--- src/rtl/pdb_pkg.sv ---
package pdb_pkg;

    localparam int MAX_DW     = 256;
    localparam int MAX_LANES  = MAX_DW / 8;
    localparam int MAX_DWORDS = MAX_DW / 32;

    typedef struct packed {
        logic                  last;
        logic [MAX_DWORDS-1:0] keep;
        logic [MAX_DW-1:0]     data;
    } beat_t;

    typedef enum logic {
        WR_STORE = 1'b0,
        WR_SKIP  = 1'b1
    } wr_mode_e;

    function automatic logic [MAX_DW-1:0] data_mask(input int bus_w);
        logic [MAX_DW-1:0] m;
        for (int i = 0; i < MAX_DW; i++) m[i] = (i < bus_w);
        return m;
    endfunction

    function automatic logic [MAX_DWORDS-1:0] keep_mask(input int bus_w);
        logic [MAX_DWORDS-1:0] m;
        for (int i = 0; i < MAX_DWORDS; i++) m[i] = (i < bus_w / 32);
        return m;
    endfunction

    function automatic logic [MAX_LANES-1:0] lane_mask(input int bus_w);
        logic [MAX_LANES-1:0] m;
        for (int i = 0; i < MAX_LANES; i++) m[i] = (i < bus_w / 8);
        return m;
    endfunction

    // odd parity: byte bits plus parity bit must hold an odd number of ones
    function automatic logic lane_odd_ok(input logic [7:0] b, input logic p);
        return ^{b, p};
    endfunction

endpackage

--- src/rtl/pdb_parity_chk.sv ---
module pdb_parity_chk
    import pdb_pkg::*;
#(
    parameter int BUS_W = 128
) (
    input  logic [MAX_DW-1:0]    data,
    input  logic [MAX_LANES-1:0] parity,
    output logic                 any_bad
);

    localparam logic [MAX_LANES-1:0] USED = lane_mask(BUS_W);

    logic [MAX_LANES-1:0] lane_bad;

    for (genvar i = 0; i < MAX_LANES; i++) begin : g_lane
        assign lane_bad[i] = !lane_odd_ok(data[8*i +: 8], parity[i]);
    end

    // only configured lanes may flag a fault
    assign any_bad = |(lane_bad & USED);

endmodule

--- src/rtl/pdb_wr_ctrl.sv ---
module pdb_wr_ctrl
    import pdb_pkg::*;
#(
    parameter int DEPTH = 16,
    parameter int CNT_W = 16,
    localparam int AW   = $clog2(DEPTH),
    localparam int PW   = AW + 1
) (
    input  logic             clk,
    input  logic             rst,
    input  logic             in_valid,
    input  logic             in_last,
    input  logic             beat_err,
    input  logic [PW-1:0]    rd_ptr,
    output logic             in_ready,
    output logic             wr_en,
    output logic [AW-1:0]    wr_addr,
    output logic [PW-1:0]    commit_ptr,
    output logic             drop_pulse,
    output logic [CNT_W-1:0] drop_count
);

    localparam logic [PW-1:0] DEPTH_P = PW'(DEPTH);

    logic [PW-1:0]    tent_q, base_q;
    wr_mode_e         mode_q;
    logic             bad_q;
    logic             pulse_q;
    logic [CNT_W-1:0] cnt_q;

    logic [PW-1:0] used, tent_len;
    logic          full, over_hit, acc, drop_now;

    always_comb begin
        used     = tent_q - rd_ptr;
        tent_len = tent_q - base_q;
        full     = (used == DEPTH_P);
        over_hit = (tent_len == DEPTH_P);
        in_ready = (mode_q == WR_SKIP) || !full || over_hit;
        acc      = in_valid && in_ready;
        wr_en    = acc && (mode_q == WR_STORE) && !over_hit;
        drop_now = acc && in_last &&
                   ((mode_q == WR_SKIP) || over_hit || bad_q || beat_err);
    end

    assign wr_addr    = tent_q[AW-1:0];
    assign commit_ptr = base_q;
    assign drop_pulse = pulse_q;
    assign drop_count = cnt_q;

    always_ff @(posedge clk) begin
        if (rst) begin
            tent_q  <= '0;
            base_q  <= '0;
            mode_q  <= WR_STORE;
            bad_q   <= 1'b0;
            pulse_q <= 1'b0;
            cnt_q   <= '0;
        end else begin
            pulse_q <= drop_now;
            if (drop_now && cnt_q != {CNT_W{1'b1}}) cnt_q <= cnt_q + 1'b1;
            if (acc) begin
                if (mode_q == WR_SKIP) begin
                    if (in_last) mode_q <= WR_STORE;
                end else if (over_hit) begin
                    tent_q <= base_q;
                    bad_q  <= 1'b0;
                    if (!in_last) mode_q <= WR_SKIP;
                end else if (in_last) begin
                    bad_q <= 1'b0;
                    if (bad_q || beat_err) begin
                        tent_q <= base_q;
                    end else begin
                        tent_q <= tent_q + 1'b1;
                        base_q <= tent_q + 1'b1;
                    end
                end else begin
                    tent_q <= tent_q + 1'b1;
                    bad_q  <= bad_q || beat_err;
                end
            end
        end
    end

    assert_no_overflow_R7: assert property (@(posedge clk) disable iff (rst)
        used <= DEPTH_P);

    assert_drop_pulse_R5: assert property (@(posedge clk) disable iff (rst)
        pulse_q |-> $past(in_valid && in_ready && in_last));

    assert_cnt_step_R5: assert property (@(posedge clk) disable iff (rst)
        !$stable(cnt_q) |-> pulse_q);

endmodule

--- src/rtl/pdb_store.sv ---
module pdb_store
    import pdb_pkg::*;
#(
    parameter int DEPTH = 16,
    localparam int AW   = $clog2(DEPTH),
    localparam int PW   = AW + 1
) (
    input  logic          clk,
    input  logic          rst,
    input  logic          wr_en,
    input  logic [AW-1:0] wr_addr,
    input  beat_t         wr_beat,
    input  logic [PW-1:0] commit_ptr,
    input  logic          out_ready,
    output logic [PW-1:0] rd_ptr,
    output logic          out_valid,
    output beat_t         out_beat
);

    beat_t         mem_q [DEPTH];
    logic [PW-1:0] rd_q;

    always_ff @(posedge clk) begin
        if (wr_en) mem_q[wr_addr] <= wr_beat;
    end

    assign out_valid = (rd_q != commit_ptr);
    assign out_beat  = mem_q[rd_q[AW-1:0]];
    assign rd_ptr    = rd_q;

    always_ff @(posedge clk) begin
        if (rst)                        rd_q <= '0;
        else if (out_valid && out_ready) rd_q <= rd_q + 1'b1;
    end

    assert_out_stable_R7: assert property (@(posedge clk) disable iff (rst)
        out_valid && !out_ready |=> out_valid && $stable(out_beat));

endmodule

--- src/rtl/parity_drop_buf.sv ---
module parity_drop_buf
    import pdb_pkg::*;
#(
    parameter int BUS_W = 128,
    parameter int DEPTH = 16,
    parameter int CNT_W = 16,
    localparam int AW   = $clog2(DEPTH),
    localparam int PW   = AW + 1
) (
    input  logic                  clk,
    input  logic                  rst,
    input  logic                  in_valid,
    output logic                  in_ready,
    input  logic [MAX_DW-1:0]     in_data,
    input  logic [MAX_DWORDS-1:0] in_keep,
    input  logic                  in_last,
    input  logic [MAX_LANES-1:0]  in_parity,
    input  logic                  in_discontinue,
    output logic                  out_valid,
    input  logic                  out_ready,
    output logic [MAX_DW-1:0]     out_data,
    output logic [MAX_DWORDS-1:0] out_keep,
    output logic                  out_last,
    output logic                  drop_pulse,
    output logic [CNT_W-1:0]      drop_count
);

    localparam logic [MAX_DW-1:0]     DMASK = data_mask(BUS_W);
    localparam logic [MAX_DWORDS-1:0] KMASK = keep_mask(BUS_W);

    logic          par_bad, beat_err, wr_en;
    logic [AW-1:0] wr_addr;
    logic [PW-1:0] commit_ptr, rd_ptr;
    beat_t         wr_beat, rd_beat;

    pdb_parity_chk #(.BUS_W(BUS_W)) u_par (
        .data    (in_data),
        .parity  (in_parity),
        .any_bad (par_bad)
    );

    assign beat_err = par_bad || (in_last && in_discontinue);

    always_comb begin
        wr_beat.data = in_data & DMASK;
        wr_beat.keep = in_keep & KMASK;
        wr_beat.last = in_last;
    end

    pdb_wr_ctrl #(.DEPTH(DEPTH), .CNT_W(CNT_W)) u_wr (
        .clk        (clk),
        .rst        (rst),
        .in_valid   (in_valid),
        .in_last    (in_last),
        .beat_err   (beat_err),
        .rd_ptr     (rd_ptr),
        .in_ready   (in_ready),
        .wr_en      (wr_en),
        .wr_addr    (wr_addr),
        .commit_ptr (commit_ptr),
        .drop_pulse (drop_pulse),
        .drop_count (drop_count)
    );

    pdb_store #(.DEPTH(DEPTH)) u_store (
        .clk        (clk),
        .rst        (rst),
        .wr_en      (wr_en),
        .wr_addr    (wr_addr),
        .wr_beat    (wr_beat),
        .commit_ptr (commit_ptr),
        .out_ready  (out_ready),
        .rd_ptr     (rd_ptr),
        .out_valid  (out_valid),
        .out_beat   (rd_beat)
    );

    assign out_data = rd_beat.data;
    assign out_keep = rd_beat.keep;
    assign out_last = rd_beat.last;

    assert_disc_on_last_R4: assert property (@(posedge clk) disable iff (rst)
        in_valid && in_discontinue |-> in_last);

    assert_fwd_after_last_R2: assert property (@(posedge clk) disable iff (rst)
        $rose(out_valid) |-> $past(in_valid && in_ready && in_last));

    assert_drop_one_cycle_R5: assert property (@(posedge clk) disable iff (rst)
        drop_pulse |=> !drop_pulse || $past(in_valid && in_ready && in_last));

endmodule

--- config.mk ---
export PLATFORM = sky130hd
export DESIGN_NAME = parity_drop_buf
export DESIGN_NICKNAME = d
export VERILOG_FILES = /design/src/rtl/pdb_pkg.sv /design/src/rtl/pdb_parity_chk.sv /design/src/rtl/pdb_wr_ctrl.sv /design/src/rtl/pdb_store.sv /design/src/rtl/parity_drop_buf.sv
export SDC_FILE = /design/constraint.sdc
export NUM_CORES = 2
export LEC_CHECK = 0
export ABC_AREA = 1
export CORE_MARGIN = 4
export CORE_UTILIZATION = 30
export DETAILED_ROUTE_END_ITERATION = 10
export DONT_BUFFER_PORTS = 1
export PLACE_DENSITY = 0.41
export SYNTH_ARGS = -nofsm -noshare
export SYNTH_HDL_FRONTEND = slang
export SYNTH_MEMORY_MAX_BITS = 65536
export SYNTH_SLANG_ARGS = --single-unit
--- constraint.sdc ---
create_clock -name clk -period 12.15 [get_ports clk]
set_input_delay 1.215 -clock clk [delete_from_list [all_inputs] [get_ports clk]]
set_output_delay 1.215 -clock clk [all_outputs]
set_load 0.005 [all_outputs]
==> impl_metrics.toml <==
[run_status]
outcome = "complete, no violations"

[pwr]
ir_drop_mv = 0.183
powerDensity_nw_per_um2 = 229
p_leak_nw = 32.1

[floorplanning]
start_util_pct = 30.1
die_area_um2 = 300000
core_area_um2 = 291000
rows = 198
die_height_um = 548
die_x_um = 548
design.portCount = 586

[global_route]
met2_usage_pct = 29.6
met3_usage_pct = 3.67
grt_pass1_wl_um = 402000
use_met1_pct = 25.3
antenna_found_initial = 16
grt_pass1_vias = 53542
grt_busiest_layer = "met2"
grt_overflow = 0
grt_max_degree = 200
grt.total_usage_pct = 18.3

[setup_path]
crit_cells = 8
setup.worst_path.end_class = "output pin"
crit_path_top_delay_cell = "buf_4"
critPathTopFamily = "buffers and inverters"
path_cells = "buf_4, buf_4, buf_4, buf_4, nor2_1, o22ai_1, o21ai_0, o22ai_1"
path_class = "flop to output pin"
reg2reg_depth = 17
critical_path_buf_inv_count = 4
path_common_cell = "buf_4"
worstPathMaxFanout = 96
start_kind = "flop"
slowest_delay_ps = 900
worstPathRequired_ps = 10930
cp.arrival_ps = 5910

[cts]
tritoncts = "yes"
hold_buffers = 0
clock_path_buffers = 4
cts_resized = 0
clk_latency_ps = 880
cts_root_buf = "clkbuf_16"
cts.sinks = 2166
path_clk_slew_ps = 60
post_cts_buffers = 0
numCtsBuffers = 240
cts.htree.levels = 4

[yosys]
synth_most_common_cell = "edfxtp_1"
yosys_warnings = 0
synth_fa_ha_area_share_pct = 0.200
ys_seq_elements = 2166
synth-edff-count = 2128
avgSynthCellArea_um2 = 12.9
synth_mux_area_share_pct = 0.149
syn_inst = 6793
synth_area_leaders = "edfxtp_1, o21ai_0, nor2_1, o22ai_1, nand2_1"
synth-simple-area-share_pct = 8.46
async_flop_share_pct = 0
synth_xor_area_share_pct = 0.698
yosysTopAreaCellShare_pct = 73.0
synth_compound_area_share_pct = 12.8
synth_flop_cell = "edfxtp_1"
synth_top_family_by_area = "compound AO/OA/AOI/OAI gates"
synthTopCellsByCount = "edfxtp_1, nor2_1, o21ai_0, nand2_1, o22ai_1"
ys_types = 50
yosys.area.top_type = "edfxtp_1"
syn-cell-area_um2 = 87500
seq_area_frac_synth_pct = 73.9

[sta]
final_hold_viol_count = 0
setup_viol = 0
maxSlewViolCount = 0
skew_ps = 58.2
max_freq_mhz = 140
tns_ps = 0
finalCritPeriodShare_pct = 58.6
fin_crit_ps = 7120
worstMarginPinSlew_ps = 1210
slew_headroom_pct = 20.4
rsz0062_at_grt = "false"

[placement]
place_area_um2 = 91200
port_buffers = 0
place.detailed.hpwl_um = 149000
place_congestion = 0.739

[route]
via_per_inst = 5.08
firstDrtPassIters = 6
vias = 54813
ant_nets = 0
routed_wl_um = 284000
drc = 0
routedWlPerCell_um = 26.3
drt_iter0_markers = 4360

[final_layout]
final_area_um2 = 98900
drive_above_1_share_pct = 7.30
synthToLayoutAreaGrowth_pct = 13.0
fillCellCount = 28482
nets = 7004

[min_path]
hold_path.class = "primary input to flop"
hold_depth = 0

[run]
drv_cap = 0
==> flip-flops by register name (all words and copies together), names as in the netlist, named ones only <==
| name | cells |
|---|---|
| u_store.mem_q | 2128 |
| u_wr.bad_q | 1 |
| u_wr.drop_count | 16 |
| u_store.rd_ptr | 5 |
| u_wr.commit_ptr | 5 |
| u_wr.drop_pulse | 1 |
| u_wr.tent_q | 5 |
| u_wr.mode_q | 1 |
==> placed cells by master, fill, tap and decap left out, types with 77 or more instances in the layout <==
master / count
nor2_1: 1227
inv_1: 124
buf_4: 90
o21ai_0: 1211
clkbuf_16: 242
conb_1: 132
edfxtp_1: 2128
o211ai_1: 77
nand2_1: 482
o22ai_1: 393
o221ai_1: 193
==> cell type report <==
class                   instances  area [um^2]  area share (%)
repair buffers                103          936           0.946
inverters                     138          548           0.554
clock inverters               126         1340            1.36
clock buffers                 314         6340            6.40
diodes                         12         30.0          0.0304
flip-flops and latches       2166        64700            65.4
well taps                    3900         4880            4.93
multi-input cells            4039        20200            20.4
==> cells by family (layout without fill, tap and decap cells) <==
family          count (synthesis)  in the layout
compound gates               1943           1943
flops                        2166           2166
xor+xnor                       68             68
fa+ha+maj                      14             14
buf+inv                       719            681
mux                            13             13
simple gates                 1869           1869
other cells                     1            144
==> power breakdown <==
group          total [mW]  switching [mW]  internal (mW)
combinational        6.27            4.68           1.59
sequential           9.23           0.196           9.03
clock                7.16            3.02           4.13
total                22.7            7.90           14.8
==> worst paths after layout <==
| check | startpoint | slack [ps] | to |
|---|---|---|---|
| worst min-delay path | in_data[124] | 380 | u_store.mem_q[7][124] |
| worst min register to register | u_wr.bad_q | 470 | u_wr.bad_q |
| worst max-delay path | flop | 5030 | out_data[51] |
| worst max register to register | u_wr.tent_q[1] | 6230 | u_store.mem_q[0][98] |
==> worst register-to-register path, cell delays in order (launching register included) <==
cell	delay, ps
dfxtp_1	520
ha_1	310
inv_1	100
o21bai_4	70
or2_0	200
a21oi_1	120
nand2_1	70
nor2_2	460
nor2_4	150
nand2_4	140
nand2_4	90
inv_1	70
nand2_1	170
inv_1	180
nand2_1	260
nor2_4	860
buf_4	820
buf_4	850
==> metal layers <==
| metal | vias up | share of wire, % |
|---|---|---|
| li1 | 24800 | - |
| met4 | 4 | 2.0 |
| met3 | 309 | 6.1 |
| met2 | 1321 | 47 |
| met5 | - | 0.012 |
| met1 | 28379 | 45 |
==> per-stage QoR <==
stage                     hold WS, ps  instances  util (%)  worst slack (ps)  total power [mW]
after floorplan                   445       6924         -               637              13.5
after global placement            454      10346      31.4              5830              15.7
after detailed placement          458      10346      31.4              5770              15.8
after CTS                         283      10786      34.0              4790              23.0
after global routing              321      10789      34.0              4590              23.9
final                             376      10798      34.0              5030              22.7
(Power assumes the default switching activity.)
